[config.mk]
export PLATFORM = sky130hd
export DESIGN_NAME = sw_reg_field
export DESIGN_NICKNAME = d
export VERILOG_FILES = /design/src/rtl/sw_reg_field_pkg.sv /design/src/rtl/sw_reg_field_hw_gate.sv /design/src/rtl/sw_reg_field_next.sv /design/src/rtl/sw_reg_field.sv
export SDC_FILE = /design/constraint.sdc
export NUM_CORES = 1
export LEC_CHECK = 0
export BUFFER_PORTS_ARGS = -buffer_cell sky130_fd_sc_hd__buf_4
export CORE_AREA = 2 2 39 41
export CTS_CLUSTER_SIZE = 20
export DETAILED_ROUTE_END_ITERATION = 12
export DIE_AREA = 0 0 41 43
export GPL_ROUTABILITY_DRIVEN = 1
export HOLD_SLACK_MARGIN = 0.1
export PLACE_DENSITY = 0.47
export SLEW_MARGIN = 20
export SYNTH_ARGS = -nofsm -noshare
export SYNTH_HDL_FRONTEND = slang
export SYNTH_HIERARCHICAL = 1
export SYNTH_SLANG_ARGS = --single-unit
export TNS_END_PERCENT = 100
[constraint.sdc]
create_clock -name clk -period 1.16 [get_ports clk]
set_input_delay 0.232 -clock clk [delete_from_list [all_inputs] [get_ports clk]]
set_output_delay 0.232 -clock clk [all_outputs]
set_load 0.02 [all_outputs]
[src/rtl/sw_reg_field_pkg.sv]
package sw_reg_field_pkg;
  typedef enum logic [1:0] {
    FIELD_PLAIN       = 2'd0,
    FIELD_STICKY_BITS = 2'd1,
    FIELD_STICKY_WORD = 2'd2
  } field_kind_e;
endpackage

[src/rtl/sw_reg_field_hw_gate.sv]
module sw_reg_field_hw_gate #(
  parameter bit HW_WE_EN   = 1'b1,
  parameter bit HW_WE_HIGH = 1'b1,
  parameter bit ACT_ABSENT = 1'b0
) (
  input  logic hw_we,
  output logic hw_act
);
  // Enable present: honour the chosen polarity. Absent: fixed level.
  assign hw_act = HW_WE_EN ? (HW_WE_HIGH ? hw_we : ~hw_we) : ACT_ABSENT;
endmodule

[src/rtl/sw_reg_field_next.sv]
module sw_reg_field_next
  import sw_reg_field_pkg::*;
#(
  parameter int          WIDTH = 4,
  parameter field_kind_e KIND  = FIELD_PLAIN,
  parameter bit          PULSE = 1'b0
) (
  input  logic [WIDTH-1:0] cur,
  input  logic             wr_req,
  input  logic [WIDTH-1:0] wdata,
  input  logic [WIDTH-1:0] hw_val,
  input  logic             hw_act,
  output logic [WIDTH-1:0] nxt,
  output logic             mod
);
  logic [WIDTH-1:0] set_bits;
  logic [WIDTH-1:0] clr_bits;
  logic             hw_nz;
  logic             sw_clr;

  always_comb begin
    nxt      = cur;
    mod      = 1'b0;
    set_bits = hw_act ? hw_val : '0;
    clr_bits = wr_req ? wdata : '0;
    hw_nz    = hw_act && (hw_val != '0);
    sw_clr   = wr_req && (wdata != '0);
    case (KIND)
      FIELD_STICKY_BITS: begin
        // set wins over clear on the same bit
        nxt = (cur & ~clr_bits) | set_bits;
        mod = sw_clr;
      end
      FIELD_STICKY_WORD: begin
        if (sw_clr) begin
          nxt = hw_nz ? hw_val : '0;
          mod = ~hw_nz;
        end else if ((cur == '0) && hw_nz) begin
          nxt = hw_val;
        end
      end
      default: begin
        if (hw_act) begin
          nxt = hw_val;
        end else if (wr_req) begin
          nxt = wdata;
          mod = 1'b1;
        end else if (PULSE) begin
          nxt = '0;
        end
      end
    endcase
  end
endmodule

[src/rtl/sw_reg_field.sv]
module sw_reg_field
  import sw_reg_field_pkg::*;
#(
  parameter int               WIDTH      = 4,
  parameter logic [WIDTH-1:0] RESET_VAL  = '0,
  parameter field_kind_e      KIND       = FIELD_PLAIN,
  parameter bit               PULSE      = 1'b0,
  parameter bit               HW_WE_EN   = 1'b1,
  parameter bit               HW_WE_HIGH = 1'b1
) (
  input  logic             clk,
  input  logic             rst_n,
  input  logic             sw_req,
  input  logic             sw_wr,
  input  logic [WIDTH-1:0] sw_wdata,
  input  logic [WIDTH-1:0] hw_next,
  input  logic             hw_we,
  output logic [WIDTH-1:0] field_q,
  output logic             sw_acc,
  output logic             sw_mod
);
  localparam bit IS_PLAIN   = (KIND == FIELD_PLAIN);
  localparam bit ACT_ABSENT = !IS_PLAIN;

  logic             wr_req;
  logic             hw_act;
  logic [WIDTH-1:0] q_nxt;
  logic             q_en;
  logic             mod_int;

  assign wr_req = sw_req & sw_wr;

  sw_reg_field_hw_gate #(
    .HW_WE_EN   (HW_WE_EN),
    .HW_WE_HIGH (HW_WE_HIGH),
    .ACT_ABSENT (ACT_ABSENT)
  ) i_gate (
    .hw_we  (hw_we),
    .hw_act (hw_act)
  );

  sw_reg_field_next #(
    .WIDTH (WIDTH),
    .KIND  (KIND),
    .PULSE (PULSE)
  ) i_next (
    .cur    (field_q),
    .wr_req (wr_req),
    .wdata  (sw_wdata),
    .hw_val (hw_next),
    .hw_act (hw_act),
    .nxt    (q_nxt),
    .mod    (mod_int)
  );

  assign q_en = (q_nxt != field_q);

  always_ff @(posedge clk or negedge rst_n) begin
    if (!rst_n) begin
      field_q <= RESET_VAL;
    end else if (q_en) begin
      field_q <= q_nxt;
    end
  end

  assign sw_acc = sw_req & rst_n;
  assign sw_mod = mod_int & rst_n;

  assert_mod_needs_acc_R2: assert property (@(posedge clk) disable iff (!rst_n)
    sw_mod |-> sw_acc);

  generate
    if (IS_PLAIN) begin : g_plain_chk
      assert_sw_load_R3: assert property (@(posedge clk) disable iff (!rst_n)
        (wr_req && !hw_act) |=> field_q == $past(sw_wdata));
      assert_hw_load_R4: assert property (@(posedge clk) disable iff (!rst_n)
        hw_act |=> field_q == $past(hw_next));
      if (PULSE) begin : g_pulse_chk
        assert_self_clear_R5: assert property (@(posedge clk) disable iff (!rst_n)
          (field_q != '0 && !wr_req && !hw_act) |=> field_q == '0);
      end else begin : g_hold_chk
        assert_read_no_effect_R10: assert property (@(posedge clk) disable iff (!rst_n)
          (sw_req && !sw_wr && !hw_act) |=> $stable(field_q));
      end
    end else if (KIND == FIELD_STICKY_BITS) begin : g_bits_chk
      assert_bit_set_R6: assert property (@(posedge clk) disable iff (!rst_n)
        hw_act |=> (field_q & $past(hw_next)) == $past(hw_next));
      assert_bit_keep_R7: assert property (@(posedge clk) disable iff (!rst_n)
        !wr_req |=> (field_q & $past(field_q)) == $past(field_q));
    end else begin : g_word_chk
      assert_word_hold_R8: assert property (@(posedge clk) disable iff (!rst_n)
        (field_q != '0 && !(wr_req && sw_wdata != '0)) |=> $stable(field_q));
      assert_word_clear_R9: assert property (@(posedge clk) disable iff (!rst_n)
        (wr_req && sw_wdata != '0 && !hw_act) |=> field_q == '0);
    end
  endgenerate
endmodule

# ---- After elaboration in Yosys (flattened, before gate mapping)
# Cells that the tools add are included.
dict set report totals {
  regBits 4
  in_bits 13
  word_cells 9
}
dict set report op_classes {
  n_bitwise 3
  n_eq_ne 1
  mux 4
}
# operator n
set op_table {}
lappend op_table {{$mux W4} 2}
lappend op_table {{$ne A4 B4 Y1} 1}
lappend op_table {{$and A1 B1 Y1} 3}
lappend op_table {{$mux W1} 2}

# ---- Depth between registers and ports, before layout
dict set report logic_depth {
  ltp_word 4
  depth_mapped 5
  ltp_nobuf 3
}

# ---- By module
# Netlist, hierarchy kept.
# module seq_area_each_um2 n_inst area_each_um2 cells_per_inst
set by_module_without_submodules {}
lappend by_module_without_submodules {sw_reg_field 100.1 1 133.9 11}
lappend by_module_without_submodules {sw_reg_field_next 0.0 1 97.6 15}
lappend by_module_without_submodules {sw_reg_field_hw_gate 0.0 1 7.5 1}

# ---- Least setup slack after synthesis
# OpenSTA, ideal clock, no wires.
dict set report synth_timing {
  kind {input -> output}
  startpoint {in sw_req}
  endpoint {out sw_mod}
  path_slack_ns 0.104
  cell_stages 4
  n_path_buf 1
  arrival_time_ns 0.824
  path_cell_list {and2_1 > buf_6 > nor2b_1 > and2_1}
}
dict set report synth_between {
  elab_chain_cells 4
}
# element line_no
set synth_rtl {}
lappend synth_rtl {{start: declaration} sw_reg_field.sv:13} ;# input logic sw_req,
lappend synth_rtl {{$and A1 B1 Y1} sw_reg_field.sv:31} ;# assign wr_req = sw_req & sw_wr;
lappend synth_rtl {{$mux W1} sw_reg_field_next.sv:45} ;# end else if (wr_req) begin
lappend synth_rtl {{$mux W1} sw_reg_field_next.sv:43} ;# if (hw_act) begin
lappend synth_rtl {{named net mod_int} sw_reg_field.sv:29} ;# logic mod_int;
lappend synth_rtl {{$and A1 B1 Y1} sw_reg_field.sv:67} ;# assign sw_mod = mod_int & rst_n;
lappend synth_rtl {{end: declaration} sw_reg_field.sv:20} ;# output logic sw_mod
# The timed path passes the listed nets, and every way through them passes these cells.

# ---- Final worst setup path
dict set report layout_timing {
  startpoint {in sw_req}
  endpoint {out sw_mod}
}
dict set report layout_between {
  elab_chain_cells 4
}
# element line_no
set layout_rtl {}
lappend layout_rtl {{$and A1 B1 Y1} sw_reg_field.sv:31}
lappend layout_rtl {{named net wr_req} sw_reg_field.sv:25} ;# logic wr_req;
lappend layout_rtl {{$mux W1} sw_reg_field_next.sv:45}
lappend layout_rtl {{$mux W1} sw_reg_field_next.sv:43}
lappend layout_rtl {{named net mod_int} sw_reg_field.sv:29}
lappend layout_rtl {{$and A1 B1 Y1} sw_reg_field.sv:67}
# The timed path passes the listed nets, and every way through them passes these cells.

==> out/qor.csv <==
stage,metric,value,unit
floorplanning,die_w,41,µm
logic_synthesis,ys_ff_latch,4,
timing,fin_crit_sh,0.964,
timing,fin_skew,0,ns
setup_path,cp_cell_sequence,buf_4 -> and2_1 -> nor2b_1 -> and2_1 -> buf_6,
timing,slew_headroom,0.868,
setup_path,critPathMostFrequentCell,and2_1,
grt,grt_max_degree,10,
placed_design,place_area,363,µm²
floorplanning,fp-row-count,14,
grt,grt_util_all_layers,0.0845,
pwr,power.density,1140,nW/µm²
floorplanning,start_util,0.173,
setup_path,cp_max_fo,2,
setup_path,cpLargestDelayFamily,simple AND/OR/NAND/NOR gates,
setup_path,start_kind,input port,
timing,setup_tns,0,ns
placed_design,port_buffers,18,
cts,post_cts_buffers,0,
timing,period_minus_slack,1.12,ns
floorplanning,io_pins,19,
drt,drc,0,
timing,setup_viol,0,
drt,vias,233,
timing,hold_viol,0,
drt,drtIter0Drc,0,
logic_synthesis,yosysSeqAreaShare,0.419,
setup_path,r2r_slack,0.47,ns
timing,worstMarginPinSlew,0.198,ns
setup_path,critical_path_buf_inv_count,2,
setup_path,worst_path_max_delay_cell,and2_1,
logic_synthesis,synth_cells,27,
final_layout,area_growth,67.0,%
drt,detail-route-antenna-nets,0,
setup_path,path_class,in -> out,
drt,wirelength,615,µm
min_path,min_from,hw_next[0],
final_layout,final_common_cell,buf_4,
final_layout,diodes,0,
drt,avgViaCountPerCell,3.95,
cts,htreeDepth,1,
final_layout,largest_register,field_q,
pwr,irDropWorstVdd,0.358,mV
logic_synthesis,synth_nets,40,
floorplanning,core-area,1380,µm²
logic_synthesis,synth_warnings,6,
setup_path,reg2regPathDepth,2,
floorplanning,dieArea,1760,µm²
pwr,p_leak,0.199,nW
timing,grt_setup_unrepaired,false,
cts,cts-root-buf,clkbuf_4,
final_layout,nFillCells,155,
timing,maxSlewViolCount,0,
grt,grt_pass1_vias,225,
final_layout,mostFrequentLayoutCells,"buf_4 (18), dfrtp_1 (4), mux2i_1 (4), nand2_1 (4), o21ai_1 (4)",
final_layout,design_area,399,µm²
final_layout,nNetsFinal,58,
pwr,finalPower,0.000454,W
setup_path,worstPathRequired,0.93,ns
placed_design,placed_cells,55,
min_path,hp-class,in -> reg,
timing,fmax,0.894,GHz
floorplanning,dieHeight,43,µm
setup_path,worst_setup_path_end_kind,output pin,
drt,drt-pass1-iter-count,1,
cts,insertion_delay,0.23,ns
run_status,status,"finished, final reports clean",
min_path,holdPathStages,3,
timing,whs,0.212,ns
setup_path,crit-reg2reg-launch,field_q[2],
grt,grt_pass1_wl,897,µm
cts,clkTransAtPathRegs,0.04,ns
logic_synthesis,netlist_area,239,µm²
final_layout,fin_cells,59,
drt,wl_per_cell,10.4,µm
final_layout,largest_register_ffs,4,
cts,cts_buffers,3,
logic_synthesis,synth_area_per_cell,8.85,µm²
cts,cts.path.max_buffers,2,
run,drv_cap,0,
setup_path,critPathMaxStageDelay,0.15,ns
setup_path,r2r-end,field_q[2],
final_layout,drive_above_1_share,0.512,
cts,clock-sinks,4,
min_path,hold_end,field_q[0],
logic_synthesis,synthDistinctLibCells,10,
cts,cts_tree,yes,
grt,antenna_found_initial,0,
final_layout,reg.largest.list,field_q: 4 flops,
grt,grt_overflow_total,0,
placed_design,place.gp.congestion,0.717,
setup_path,critPathArrivalTime,0.89,ns
## through the flow
step	worst slack (ns)	util
finish	0.0417	0.288
global route	0.00437	0.288
CTS	0.0258	0.286
detailed placement	0.0264	0.262
global placement	0.0269	0.262
floorplan	0.104	-
## worst max-delay path by stage
stage                start  depth (start not counted)      to
floorplan           sw_req                          4  sw_mod
global placement    sw_req                          5  sw_mod
detailed placement  sw_req                          5  sw_mod
CTS                 sw_req                          5  sw_mod
global route        sw_req                          5  sw_mod
finish              sw_req                          5  sw_mod
## tightest hold or removal path: stages
cell and delay (ns):
buf_4 0.08, nand2_1 0.04, o21ai_1 0.06
## area by class of cell
| cell class | count | area, µm² | share of cell area |
|---|---|---|---|
| flip-flops and latches | 4 | 100 | 0.251 |
| well taps | 16 | 20.0 | 0.0502 |
| repair buffers | 20 | 156 | 0.392 |
| multi-input cells | 16 | 100 | 0.251 |
| clock buffers | 3 | 22.5 | 0.0564 |
## cells in the mapped netlist (all sizes together)
cell / number / area (µm²)
nor2b: 1 / 6.26
mux2i: 4 / 40.0
nand2: 4 / 15.0
dfrtp: 4 / 100
clkbuf: 5 / 20.0
o21ai: 4 / 20.0
and2: 3 / 18.8
buf: 2 / 18.8
## cells by family (layout without fill, tap and decap cells)
| kind of cell | count (synthesis) | in the layout | synth area share |
|---|---|---|---|
| simple gates | 8 | 8 | 0.168 |
| buf+inv | 7 | 23 | 0.162 |
| mux | 4 | 4 | 0.168 |
| compound gates | 4 | 4 | 0.0838 |
| flops | 4 | 4 | 0.419 |
## power by group
part           leakage [nW]  total (W)  switching [W]  internal [W]
clock                0.0138   0.000173      0.0000572      0.000116
combinational         0.137   0.000121      0.0000545     0.0000664
sequential           0.0484   0.000160     0.00000639      0.000154
total                 0.199   0.000454       0.000118      0.000336
## routing by layer
layer	vias to the layer above	track usage	share of wire
met5	-	0	0
met2	7	0.113	0.51
met4	0	0.100	0.031
met1	105	0.0874	0.41
li1	119	-	-
met3	2	0.0314	0.044
## timing repair
item | 4_1_cts | 5_1_grt
setup endpoints to repair | 0 | 1
resized for setup | 0 | 1
hold buffers | 1 | 0
endpoints found under the hold margin | 4 | 0
No activity file was read; power rests on OpenSTA's default activity.
